**src/rtl/wkdet_pkg.sv**
```systemverilog
package wkdet_pkg;

    typedef enum logic [1:0] {
        PS_IDLE = 2'd0,
        PS_DOM1 = 2'd1,
        PS_REC  = 2'd2,
        PS_DOM2 = 2'd3
    } pat_state_t;

    function automatic int max_of(input int a, input int b);
        return (a > b) ? a : b;
    endfunction

endpackage

```
**src/rtl/wkdet_bus_pattern.sv**
```systemverilog
module wkdet_bus_pattern
    import wkdet_pkg::*;
#(
    parameter int DOM_MIN     = 4,
    parameter int REC_MIN     = 3,
    parameter int PAT_TIMEOUT = 20
) (
    input  logic clk,
    input  logic rst,
    input  logic enable,
    input  logic bus_dom,
    output logic remote_hit
);
    localparam int PH_MAX = max_of(DOM_MIN, REC_MIN);
    localparam int PW     = $clog2(PH_MAX + 1);
    localparam int TW     = $clog2(PAT_TIMEOUT + 2);
    localparam logic [PW-1:0] PH_MAX_C  = PW'(PH_MAX);
    localparam logic [PW-1:0] DOM_MIN_C = PW'(DOM_MIN);
    localparam logic [PW-1:0] REC_MIN_C = PW'(REC_MIN);
    localparam logic [TW-1:0] TO_C      = TW'(PAT_TIMEOUT);

    typedef struct packed {
        pat_state_t        st;
        logic [PW-1:0]     ph;
        logic [TW-1:0]     tot;
    } trk_t;

    localparam trk_t TRK_IDLE = '{st: PS_IDLE, ph: '0, tot: '0};

    trk_t          cur, nxt;
    logic          hit_n;
    logic [PW-1:0] ph_inc;
    logic [TW-1:0] tot_inc;
    logic          late;

    always_comb begin
        ph_inc  = (cur.ph == PH_MAX_C) ? cur.ph : cur.ph + 1'b1;
        tot_inc = cur.tot + 1'b1;
        late    = (tot_inc > TO_C);
        nxt     = cur;
        hit_n   = 1'b0;
        if (cur.st != PS_IDLE) nxt.tot = tot_inc;
        if (!enable) begin
            nxt = TRK_IDLE;
        end else begin
            case (cur.st)
                PS_IDLE: begin
                    if (bus_dom) nxt = '{st: PS_DOM1, ph: PW'(1), tot: TW'(1)};
                end
                PS_DOM1: begin
                    if (bus_dom)                nxt.ph = ph_inc;
                    else if (cur.ph >= DOM_MIN_C) begin
                        nxt.st = PS_REC;
                        nxt.ph = PW'(1);
                    end else                    nxt = TRK_IDLE;
                end
                PS_REC: begin
                    if (!bus_dom)               nxt.ph = ph_inc;
                    else if (cur.ph >= REC_MIN_C) begin
                        if (DOM_MIN <= 1) begin
                            hit_n = 1'b1;
                            nxt   = TRK_IDLE;
                        end else begin
                            nxt.st = PS_DOM2;
                            nxt.ph = PW'(1);
                        end
                    end else                    nxt = TRK_IDLE;
                end
                PS_DOM2: begin
                    if (!bus_dom)               nxt = TRK_IDLE;
                    else if (ph_inc >= DOM_MIN_C) begin
                        hit_n = 1'b1;
                        nxt   = TRK_IDLE;
                    end else                    nxt.ph = ph_inc;
                end
                default: nxt = TRK_IDLE;
            endcase
            if (cur.st != PS_IDLE && late) begin
                nxt   = TRK_IDLE;
                hit_n = 1'b0;
            end
        end
    end

    always_ff @(posedge clk) begin
        if (rst) begin
            cur        <= TRK_IDLE;
            remote_hit <= 1'b0;
        end else begin
            cur        <= nxt;
            remote_hit <= hit_n;
        end
    end

    // an active pattern never outlives its deadline
    a_r5_within_deadline: assert property (@(posedge clk) disable iff (rst)
        (cur.st != PS_IDLE) |-> (cur.tot <= TO_C));

    // a remote wake always follows a dominant sample
    a_r1_ends_dominant: assert property (@(posedge clk) disable iff (rst)
        remote_hit |-> $past(bus_dom));

    // remote wake is a single-cycle pulse
    a_r11_remote_single: assert property (@(posedge clk) disable iff (rst)
        remote_hit |=> !remote_hit);

    // nothing is reported after a disabled cycle
    a_r9_remote_off: assert property (@(posedge clk) disable iff (rst)
        !enable |=> !remote_hit);
endmodule

```
**src/rtl/wkdet_pin_filter.sv**
```systemverilog
module wkdet_pin_filter #(
    parameter int PIN_FILT = 5
) (
    input  logic clk,
    input  logic rst,
    input  logic enable,
    input  logic wake_pin,
    output logic local_hit
);
    localparam int CW = $clog2(PIN_FILT + 1);
    localparam logic [CW-1:0] FILT_C = CW'(PIN_FILT);

    logic          ref_q;
    logic [CW-1:0] cnt_q;
    logic [CW-1:0] cnt_inc;

    assign cnt_inc = cnt_q + 1'b1;

    always_ff @(posedge clk) begin
        if (rst) begin
            ref_q     <= wake_pin;
            cnt_q     <= '0;
            local_hit <= 1'b0;
        end else begin
            local_hit <= 1'b0;
            if (!enable) begin
                ref_q <= wake_pin;
                cnt_q <= '0;
            end else if (wake_pin == ref_q) begin
                cnt_q <= '0;
            end else if (cnt_inc >= FILT_C) begin
                ref_q     <= wake_pin;
                cnt_q     <= '0;
                local_hit <= 1'b1;
            end else begin
                cnt_q <= cnt_inc;
            end
        end
    end

    // a local wake moves the reference to the level just sampled
    a_r6_ref_follows: assert property (@(posedge clk) disable iff (rst)
        local_hit |-> (ref_q == $past(wake_pin)) && (ref_q != $past(ref_q)));

    // no local wake right after a disabled cycle
    a_r9_local_off: assert property (@(posedge clk) disable iff (rst)
        !enable |=> !local_hit);

    generate
        if (PIN_FILT > 1) begin : g_single
            // local wake is a single-cycle pulse
            a_r11_local_single: assert property (@(posedge clk) disable iff (rst)
                local_hit |=> !local_hit);
        end
    endgenerate
endmodule

```
**src/rtl/bus_pin_wake_detector.sv**
```systemverilog
module bus_pin_wake_detector #(
    parameter int DOM_MIN     = 4,
    parameter int REC_MIN     = 3,
    parameter int PAT_TIMEOUT = 20,
    parameter int PIN_FILT    = 5
) (
    input  logic clk,
    input  logic rst,
    input  logic monitor_en,
    input  logic bus_dom,
    input  logic wake_pin,
    output logic wake_pulse,
    output logic wake_local
);
    logic remote_hit;
    logic local_hit;

    wkdet_bus_pattern #(
        .DOM_MIN     (DOM_MIN),
        .REC_MIN     (REC_MIN),
        .PAT_TIMEOUT (PAT_TIMEOUT)
    ) u_bus (
        .clk        (clk),
        .rst        (rst),
        .enable     (monitor_en),
        .bus_dom    (bus_dom),
        .remote_hit (remote_hit)
    );

    wkdet_pin_filter #(
        .PIN_FILT (PIN_FILT)
    ) u_pin (
        .clk       (clk),
        .rst       (rst),
        .enable    (monitor_en),
        .wake_pin  (wake_pin),
        .local_hit (local_hit)
    );

    assign wake_pulse = remote_hit | local_hit;
    assign wake_local = local_hit;

    // outputs stay quiet after any disabled cycle
    a_r9_top_quiet: assert property (@(posedge clk) disable iff (rst)
        !$past(monitor_en) |-> !wake_pulse);

    // outputs are clear while reset is held
    a_r10_reset_clear: assert property (@(posedge clk)
        $past(rst) |-> !wake_pulse && !wake_local);
endmodule

```
**config.mk**
```make
export PLATFORM = sky130hd
export DESIGN_NAME = bus_pin_wake_detector
export DESIGN_NICKNAME = d
export VERILOG_FILES = /design/src/rtl/wkdet_pkg.sv /design/src/rtl/wkdet_bus_pattern.sv /design/src/rtl/wkdet_pin_filter.sv /design/src/rtl/bus_pin_wake_detector.sv
export SDC_FILE = /design/constraint.sdc
export NUM_CORES = 1
export LEC_CHECK = 0
export ABC_AREA = 1
export BUFFER_PORTS_ARGS = -buffer_cell sky130_fd_sc_hd__buf_2
export CAP_MARGIN = 20
export CELL_PAD_IN_SITES_DETAIL_PLACEMENT = 1
export CELL_PAD_IN_SITES_GLOBAL_PLACEMENT = 1
export CORE_MARGIN = 3
export CORE_UTILIZATION = 40
export CTS_BUF_LIST = sky130_fd_sc_hd__clkbuf_8
export CTS_CLUSTER_SIZE = 12
export DETAILED_ROUTE_END_ITERATION = 16
export PLACE_DENSITY_LB_ADDON = 0.3
export RECOVER_POWER = 25
export SETUP_SLACK_MARGIN = 0.1
export SYNTH_ARGS = -nofsm -noshare
export SYNTH_HDL_FRONTEND = slang
export SYNTH_HIERARCHICAL = 1
export SYNTH_SLANG_ARGS = --single-unit
```
**constraint.sdc**
```tcl
create_clock -name clk -period 1.6 [get_ports clk]
set_clock_uncertainty 0.15 [all_clocks]
set_input_delay 0.08 -clock clk [delete_from_list [all_inputs] [get_ports clk]]
set_output_delay 0.08 -clock clk [all_outputs]
set_load 0.02 [all_outputs]
```
==> results by group <==
Global routing
  • Global route overflow: 0
  • Initial antenna violation count: 0
  • Largest net degree at the start of global routing: 11
  • Number of global-route vias before repair: ~1100
  • Gr usage total: between 10% and 20%
  • First-pass GRT wire length: roughly 4900 µm

Route
  • DR pass1 iterations: 4
  • Initial DRC count: 33
  • Antenna Nets Post-Route: 0
  • DR WL/cell: 14.2 µm
  • Routed via count: 1059
  • Drt drc: 0
  • Via density: about 5
  • DRT Wirelength: just under 3000 µm

Timing
  • Period utilization: a little over nine tenths
  • Worst slew pin tran: 0.471 ns
  • Max-slew violations: 0
  • Post-layout min period: between 1.5 and 2 ns
  • Rel. slew slack: roughly two thirds
  • Max Clock Freq: 640 MHz
  • Unrepaired setup endpoints after global routing: true
  • Final Setup Violations: 0
  • Hold Violations, Final: 0
  • Worst Slack Setup Final: around 0.038 ns

Run status
  • Run status: complete, no violations

Worst setup path
  • CP arrival: 1.60 ns
  • Crit Path Max Fanout: 4
  • Critical path type: reg -> reg
  • Setup crit start kind: register
  • Crit. End Element: register
  • Crit path required time: approximately 1.6 ns

Clocking
  • TritonCTS clock tree: yes
  • Number of CTS-inserted buffers: 3
  • Clock Latency Late Sink: 0.25 ns
  • Reg clk slew, reported paths: approximately 0.06 ns
  • H-tree depth: 1
  • Clock buffer depth: 2
  • CTS Sinks: 16
  • Root buf cell: clkbuf_8

Yosys
  • Post-Syn Area: 1110 µm²
  • Syn nets: roughly 170
  • Post-synth cell types: 25
  • Synth Warn #: 6
  • Register bit count reported by yosys: 16
  • Cell count after synthesis: 159
  • Sequential fraction of the synthesis area: just under 30%
  • Mean area per synthesized cell: 7.00 µm²

Flow run
  • Max-Cap Viols: 0

Layout
  • Area Overhead vs Synth: 27.6%
  • Commonest non-fill, non-tap cell in the layout: nand2_1
  • Final Util: 55.3%
  • ANT cells: 0
  • Most frequent cells in the layout: nand2_1 (30), inv_1 (23), nor2_1 (14)
  • Nets: 192
  • Share of post-route cells with drive strength above 1: 38.0%

Die
  • Cell Rows: 18
  • I/O Pins: 7
  • Die Ht: 58.7 µm
  • Core area: 2570 µm²
  • Chip width: around 60 µm
  • Initial core utilization: a little over two fifths
  • Die Area: 3450 µm²

Placement
  • Dpl ws: -0.0595 ns
  • Routability cong.: between 0.7 and 0.8
  • Post-DP HPWL: about 2100 µm
  • Buffers added on ports: 6

Power and ir drop
  • Maximum vdd drop: slightly above 0.0005 V
  • Pwr Total: about 0.9 mW
  • Pwr Density: a little over 600 nW/µm²
  • Leak Pwr: ~0.6 nW

Hold path
  • Min-delay worst type: in -> reg
## kinds of logic (layout without fill, tap and decap cells)
kind of cell / Yosys count / in the layout / synth area share (%)
buffers and inverters: 29 / 48 / 9.90
AND/OR/NAND/NOR: 94 / 95 / 44.2
AO/OA/AOI/OAI: 13 / 13 / 8.32
adder cells (fa/ha/maj): 7 / 7 / 7.87
flip-flops: 16 / 16 / 29.7
## registers in the layout, summed over array words and instances (netlist names)
| signal | count |
|---|---|
| u_bus/cur | 10 |
| u_bus/remote_hit | 1 |
| u_pin/ref_q | 1 |
| u_pin/local_hit | 1 |
| u_pin/cnt_q | 3 |
## layer usage
layer | GRT usage, % | part of all wire (%) | vias up
met4 | 6.47 | 0.84 | 0
met1 | 21.5 | 43 | 518
met2 | 33.9 | 54 | 5
met5 | 0 | 0 | -
met3 | 2.19 | 1.4 | 4
li1 | - | - | 532
## through the flow
stage	hold slack (ns)	std cells	instance area, µm²	setup TNS [ns]
after floorplan	0.0289	159	1130	0
after global placement	0.137	199	1230	0
after detailed placement	0.152	199	1230	-0.281
after CTS	0.0474	207	1370	0
after global routing	0.0695	209	1420	-0.0641
final	0.0568	209	1420	0
## synthesized netlist by cell type (all sizes together)
cell type	n	area, µm²
nand4	1	6.26
inv	28	105
ha	7	87.6
a22oi	1	7.51
dfxtp	15	300
nor2	28	148
nand3b	1	7.51
a21oi	8	62.6
or2	1	6.26
edfxtp	1	30.0
o21ai	3	15.0
nand2	48	244
nand3	14	75.1
o21a	1	7.51
nor3	1	5.00
buf	1	5.00
## repair_timing
item,CTS,global route
hold buffers,2,0
resized for setup,13,10
pin swaps,7,7
setup buffers,2,1
gates cloned,0,1
endpoints found under the setup margin,11,12
hold endpoints to repair,2,0
## power breakdown
group	switching, mW	total, mW	internal, mW
combinational	0.0645	0.102	0.0377
clock	0.143	0.361	0.218
sequential	0.00684	0.413	0.407
## final timing paths
| check | start | to | slack, ns | depth (start not counted) |
|---|---|---|---|---|
| worst max-delay path | u_bus/cur[6] | u_bus/cur[9] | 0.04 | 9 |
| worst min-delay path | monitor_en | u_pin/ref_q | 0.06 | 4 |
| worst max register to register | u_bus/cur[6] | u_bus/cur[9] | 0.04 | 9 |
| worst min register to register | u_pin/cnt_q[0] | u_pin/cnt_q[0] | 0.28 | 1 |
## worst max-delay path, cell delays in order (launching register included)
cell	delay [ns]
dfxtp_4	0.36
ha_4	0.17
ha_4	0.25
nand2_4	0.09
inv_2	0.04
nand2_2	0.08
nand3_2	0.08
nor2_1	0.14
nor2_1	0.08
nor2_2	0.07
## layout make-up
cell class	count	area, µm²
tap	30	37.5
timing repair buffer	16	106
inverter	28	105
multi-input combinational	115	773
sequential	16	342
clock buffer	4	55.1
fill	329	1150
No activity file was read; power rests on OpenSTA's default activity.
